--- src/rtl/sdi_cad_pkg.sv ---
package sdi_cad_pkg;

  // Rhythm class selected by the standard code
  typedef enum logic [1:0] {
    CAD_SD   = 2'd0,  // irregular 11-cycle loop
    CAD_ALT  = 2'd1,  // alternating high/low
    CAD_HIGH = 2'd2   // every cycle valid
  } cad_cls_e;

  localparam int unsigned STD_W = 3;

  localparam logic [STD_W-1:0] STD_CODE_SD = 3'b000;
  localparam logic [STD_W-1:0] STD_CODE_HD = 3'b001;

endpackage

--- src/rtl/sdi_std_decode.sv ---
module sdi_std_decode
  import sdi_cad_pkg::*;
#(
  parameter bit SINGLE_RATE = 1'b0
) (
  input  logic [STD_W-1:0] std_code,
  output cad_cls_e         cls
);

  cad_cls_e hd_cls;

  // Build variant decides how high-definition is paced
  generate
    if (SINGLE_RATE) begin : g_hd_single
      assign hd_cls = CAD_HIGH;
    end else begin : g_hd_multi
      assign hd_cls = CAD_ALT;
    end
  endgenerate

  always_comb begin
    unique case (std_code)
      STD_CODE_SD: cls = CAD_SD;
      STD_CODE_HD: cls = hd_cls;
      default:     cls = CAD_HIGH;
    endcase
  end

endmodule

--- src/rtl/sdi_std_track.sv ---
module sdi_std_track
  import sdi_cad_pkg::*;
(
  input  logic             clk,
  input  logic             rst_n,
  input  logic [STD_W-1:0] std_code,
  output logic             restart
);

  logic             started_q, started_d;
  logic [STD_W-1:0] code_q, code_d;

  // Restart on the first active edge and on every code change
  assign restart = !started_q || (std_code != code_q);

  always_comb begin
    started_d = 1'b1;
    code_d    = std_code;
  end

  always_ff @(posedge clk or negedge rst_n) begin
    if (!rst_n) begin
      started_q <= 1'b0;
      code_q    <= '0;
    end else begin
      started_q <= started_d;
      code_q    <= code_d;
    end
  end

endmodule

--- src/rtl/sdi_cad_phase.sv ---
module sdi_cad_phase
  import sdi_cad_pkg::*;
#(
  parameter int unsigned PH_W       = 4,
  parameter int unsigned SD_PERIOD  = 11,
  parameter int unsigned ALT_PERIOD = 2
) (
  input  logic            clk,
  input  logic            rst_n,
  input  cad_cls_e        cls,
  input  logic            restart,
  output logic [PH_W-1:0] phase_nxt
);

  localparam logic [PH_W-1:0] SD_LAST  = PH_W'(SD_PERIOD - 1);
  localparam logic [PH_W-1:0] ALT_LAST = PH_W'(ALT_PERIOD - 1);

  logic [PH_W-1:0] phase_q;
  logic [PH_W-1:0] last_ph;
  logic            cnt_en;

  always_comb begin
    unique case (cls)
      CAD_SD:  last_ph = SD_LAST;
      CAD_ALT: last_ph = ALT_LAST;
      default: last_ph = '0;
    endcase
  end

  // Counter only needs to move for rhythms with gaps, or to be cleared
  assign cnt_en = restart || (cls != CAD_HIGH);

  always_comb begin
    if (restart || (phase_q >= last_ph)) begin
      phase_nxt = '0;
    end else begin
      phase_nxt = phase_q + 1'b1;
    end
  end

  always_ff @(posedge clk or negedge rst_n) begin
    if (!rst_n) begin
      phase_q <= '0;
    end else if (cnt_en) begin
      phase_q <= phase_nxt;
    end
  end

endmodule

--- src/rtl/sdi_cad_pattern.sv ---
module sdi_cad_pattern
  import sdi_cad_pkg::*;
#(
  parameter int unsigned PH_W      = 4,
  parameter int unsigned SD_HIGH_A = 1,
  parameter int unsigned SD_LOW_A  = 4,
  parameter int unsigned SD_HIGH_B = 1,
  parameter int unsigned ALT_HIGH  = 1
) (
  input  logic            clk,
  input  logic            rst_n,
  input  cad_cls_e        cls,
  input  logic [PH_W-1:0] phase,
  output logic            valid
);

  localparam logic [PH_W-1:0] SD_A_END  = PH_W'(SD_HIGH_A);
  localparam logic [PH_W-1:0] SD_B_BEG  = PH_W'(SD_HIGH_A + SD_LOW_A);
  localparam logic [PH_W-1:0] SD_B_END  = PH_W'(SD_HIGH_A + SD_LOW_A + SD_HIGH_B);
  localparam logic [PH_W-1:0] ALT_END   = PH_W'(ALT_HIGH);

  logic valid_q, valid_d;

  always_comb begin
    unique case (cls)
      CAD_SD:  valid_d = (phase < SD_A_END) ||
                         ((phase >= SD_B_BEG) && (phase < SD_B_END));
      CAD_ALT: valid_d = (phase < ALT_END);
      default: valid_d = 1'b1;
    endcase
  end

  always_ff @(posedge clk or negedge rst_n) begin
    if (!rst_n) begin
      valid_q <= 1'b0;
    end else begin
      valid_q <= valid_d;
    end
  end

  assign valid = valid_q;

endmodule

--- src/rtl/sdi_tx_valid_cadence.sv ---
module sdi_tx_valid_cadence
  import sdi_cad_pkg::*;
#(
  parameter bit          SINGLE_RATE = 1'b0,
  parameter int unsigned SD_HIGH_A   = 1,
  parameter int unsigned SD_LOW_A    = 4,
  parameter int unsigned SD_HIGH_B   = 1,
  parameter int unsigned SD_LOW_B    = 5,
  parameter int unsigned ALT_HIGH    = 1,
  parameter int unsigned ALT_LOW     = 1
) (
  input  logic             clk,
  input  logic             rst_n,
  input  logic [STD_W-1:0] std_sel,
  output logic             tx_valid
);

  localparam int unsigned SD_PERIOD  = SD_HIGH_A + SD_LOW_A + SD_HIGH_B + SD_LOW_B;
  localparam int unsigned ALT_PERIOD = ALT_HIGH + ALT_LOW;
  localparam int unsigned PER_MAX    = (SD_PERIOD > ALT_PERIOD) ? SD_PERIOD : ALT_PERIOD;
  localparam int unsigned PH_W       = (PER_MAX > 2) ? $clog2(PER_MAX) : 1;

  cad_cls_e        cls;
  logic            restart;
  logic [PH_W-1:0] phase_nxt;

  sdi_std_decode #(
    .SINGLE_RATE (SINGLE_RATE)
  ) u_decode (
    .std_code (std_sel),
    .cls      (cls)
  );

  sdi_std_track u_track (
    .clk      (clk),
    .rst_n    (rst_n),
    .std_code (std_sel),
    .restart  (restart)
  );

  sdi_cad_phase #(
    .PH_W       (PH_W),
    .SD_PERIOD  (SD_PERIOD),
    .ALT_PERIOD (ALT_PERIOD)
  ) u_phase (
    .clk       (clk),
    .rst_n     (rst_n),
    .cls       (cls),
    .restart   (restart),
    .phase_nxt (phase_nxt)
  );

  sdi_cad_pattern #(
    .PH_W      (PH_W),
    .SD_HIGH_A (SD_HIGH_A),
    .SD_LOW_A  (SD_LOW_A),
    .SD_HIGH_B (SD_HIGH_B),
    .ALT_HIGH  (ALT_HIGH)
  ) u_pattern (
    .clk   (clk),
    .rst_n (rst_n),
    .cls   (cls),
    .phase (phase_nxt),
    .valid (tx_valid)
  );

endmodule

--- config.mk ---
export PLATFORM = sky130hd
export DESIGN_NAME = sdi_tx_valid_cadence
export DESIGN_NICKNAME = d
export VERILOG_FILES = /design/src/rtl/sdi_cad_pkg.sv /design/src/rtl/sdi_std_decode.sv /design/src/rtl/sdi_std_track.sv /design/src/rtl/sdi_cad_phase.sv /design/src/rtl/sdi_cad_pattern.sv /design/src/rtl/sdi_tx_valid_cadence.sv
export SDC_FILE = /design/constraint.sdc
export NUM_CORES = 1
export LEC_CHECK = 0
export ABC_AREA = 0
export BUFFER_PORTS_ARGS = -buffer_cell sky130_fd_sc_hd__buf_2
export CAP_MARGIN = 20
export CORE_AREA = 2 2 39 41
export CTS_CLUSTER_SIZE = 30
export DETAILED_ROUTE_END_ITERATION = 16
export DIE_AREA = 0 0 41 43
export GPL_TIMING_DRIVEN = 0
export PLACE_DENSITY = 0.68
export SYNTH_ARGS = -nofsm -noshare
export SYNTH_HDL_FRONTEND = slang
export SYNTH_SLANG_ARGS = --single-unit
--- constraint.sdc ---
create_clock -name clk -period 1.8 [get_ports clk]
set_input_delay 0 -clock clk [delete_from_list [all_inputs] [get_ports clk]]
set_output_delay 0 -clock clk [all_outputs]
set_load 0.01 [all_outputs]
==> results.md <==
* Post-synthesis sequential area ratio at 0.420
* Slowest CP cell: dfrtp_2
* Hpwl dp at 721 um
* Setup crit end kind: register
* Syn nets at 64
* Worst skew pair latency at 0.26 ns
* Fmax at 603 MHz
* # rows at 14
* Core area at 0.00138 mm2
* Io pins at 6
* GPL Wtd Cong at 0.731
* Crit path time final at 1.66 ns
* Crit-path max FO at 6
* Fillcell total at 137
* Max incr delay on CP at 0.41 ns
* Port buffer count at 5
* Die area at 0.00176 mm2
* Design Power at 0.410 mW
* Maximum vdd ir drop at 0.374 mV
* Ys Warns at 0
* Final setup viols at 0
* Nets at 78
* Clk slew on worst S/H paths at 0.06 ns
* Crit Path Category: reg -> reg
* Via-to-Cell Ratio at 5.00
* Yosys reg bits at 9
* Final hold vios at 0
* Min-delay worst type: in -> reg
* H-tree levels at 1
* Synthesized area per cell at 9.76 um2
* Layout Area Growth over Synthesis at 23.5%
* P_leak at 0.252 nW
* DRT antenna net count at 0
* Max clock buf depth at 2
* Tcrit/Tclk final at 0.921
* Share of cells above drive strength 1 at 0.206
* Antenna diodes at 0
* Most frequent cells in the layout: dfrtp_1 (7), nand3_1 (5), nand2_1 (5), buf_2 (5)
* Clock sink total at 9
* Die Wd at 41 um
* CP Cell Sequence: inv_1 > ha_1 > nand2b_1 > a311oi_4 > nand3_1 > a31oi_1
* Final WS setup at 0.143 ns
* Core Util, Final at 0.479
* Synth cell types at 26
* Final max-slew violation count at 0
* Startpoint Class: register
* Post-CTS Setup Bufs at 0
* Required @ worst endpoint at 1.98 ns
* Drt total wl at 1010 um
* Placement Setup Slack at -0.0180 ns
* Outcome: finished, final reports clean
* WP data arrival at 1.84 ns
* Num CTS Buffers at 3
* Vias in the first global route at 381
* Root Buffer Master: clkbuf_4
* Routed via count at 420
* GRT overflow at 0
* Clk_skew at 0.00780 ns
* # DRC at 0
* Wire per inst at 12.0 um
* Starting density of the core at 0.388
* Die height at 43 um
* Power Density at 618 mW/mm2
* Cell count after synthesis at 55
* Initial antenna violation count at 0
* Most common cell after layout, fill and taps aside: dfrtp_1
* Global-route wire length before repair at 1640 um
* Mapped cell area at 537 um2
* Largest net degree at the start of global routing at 10
* # Max-Cap Violations at 0
* CTS tree: yes
* Unrepaired setup endpoints after global routing: false
* Pre-antenna DRT Iters at 2
* Total track usage at 0.147
* Final Non-Filler Cells at 84
* Placed Instances at 76
* 1st-iter DRT viols at 6
-- synthesized netlist by cell type --
cell,instances,area [um2]
nor2b_1,1,6.26
buf_6,1,11.3
and2_1,1,6.26
xnor2_1,4,35.0
nand2_1,5,18.8
dfrtp_1,9,225
or2_2,1,6.26
a21oi_1,3,15.0
nand3_1,5,25.0
nand2b_1,2,12.5
o2111ai_1,1,8.76
o21ai_1,1,5.00
inv_1,3,11.3
o21ai_0,3,15.0
clkbuf_1,1,3.75
o21a_1,1,7.51
a32oi_1,1,8.76
or3_1,1,6.26
nor3b_1,1,7.51
nor3_1,1,5.00
nor2_1,1,3.75
ha_1,4,50.1
a311oi_4,1,26.3
nand4_1,1,6.26
a31oi_1,1,6.26
conb_1,1,3.75
-- metal layers --
| layer | part of all wire | vias up | wire, um | GRT usage |
|---|---|---|---|---|
| met1 | 0.43 | 192 | 435 | 0.171 |
| li1 | - | 218 | - | - |
| met3 | 0.039 | 2 | 39 | 0.0785 |
| met5 | 0 | - | 0 | 0 |
| met2 | 0.51 | 8 | 520 | 0.219 |
| met4 | 0.016 | 0 | 16 | 0.0600 |
-- registers in the layout, summed over array words and instances (netlist names) --
register	count
u_track.started_q	1
u_pattern.valid	1
u_track.code_q	3
u_phase.phase_q	4
-- logic make-up (layout without fill, tap and decap cells) --
group | after synthesis | after routing | share of synthesized area
flip-flops | 9 | 9 | 0.420
AND/OR/NAND/NOR | 20 | 20 | 0.193
AO/OA/AOI/OAI | 12 | 12 | 0.172
adder cells (fa/ha/maj) | 4 | 4 | 0.0932
XOR/XNOR | 4 | 4 | 0.0653
buffers and inverters | 5 | 18 | 0.0489
other | 1 | 1 | 0.00699
-- area by class of cell --
cell class	instances	area, um2	share of cell area
buffer	2	15.0	0.0226
multi-input combinational	41	298	0.449
inverter	3	11.3	0.0170
clock buffer	4	26.3	0.0396
tap	16	20.0	0.0302
sequential	9	228	0.343
timing repair buffer	9	65.1	0.0981
-- metrics by stage --
step,instance area (um2),hold slack (ns),TNS [ns]
floorplan,537,-0.296,0
global placement,582,-0.145,0
detailed placement,582,-0.136,-0.0282
CTS,648,0.0617,0
global route,663,0.0710,0
finish,663,0.0591,0
-- worst paths after layout --
check	from	endpoint	slack [ns]	cells past startpoint
max in group asynchronous	rst_n	u_phase.phase_q[0]	1.47	2
worst max-delay path	u_phase.phase_q[0]	u_phase.phase_q[3]	0.14	6
worst min register to register	u_phase.phase_q[0]	u_phase.phase_q[0]	0.59	2
worst min-delay path	std_sel[2]	u_pattern.valid	0.06	3
worst max register to register	u_phase.phase_q[0]	u_phase.phase_q[3]	0.14	6
min in group asynchronous	rst_n	u_pattern.valid	0.12	2
-- critical path: cells and delay by family, from the launching register on --
kind                       cells  cell delay, ns
AOI/OAI and AO/OA              2            0.50
and+or+nand+nor                2            0.30
DFF                            1            0.41
adders and majority gates      1            0.28
buffers and inverters          1            0.08
-- power breakdown --
part | internal (mW) | switching [mW] | leakage [nW]
logic | 0.0225 | 0.0231 | 0.130
clock network | 0.0854 | 0.0696 | 0.0150
registers | 0.207 | 0.00209 | 0.108
total | 0.315 | 0.0947 | 0.252
-- what timing repair did --
item / in CTS / in global routing
hold endpoints to repair: 12 / 0
hold buffers: 4 / 0
endpoints found under the setup margin: 0 / 5
gates resized for setup: 0 / 3
Note: power is estimated with default switching activity, not from simulation.
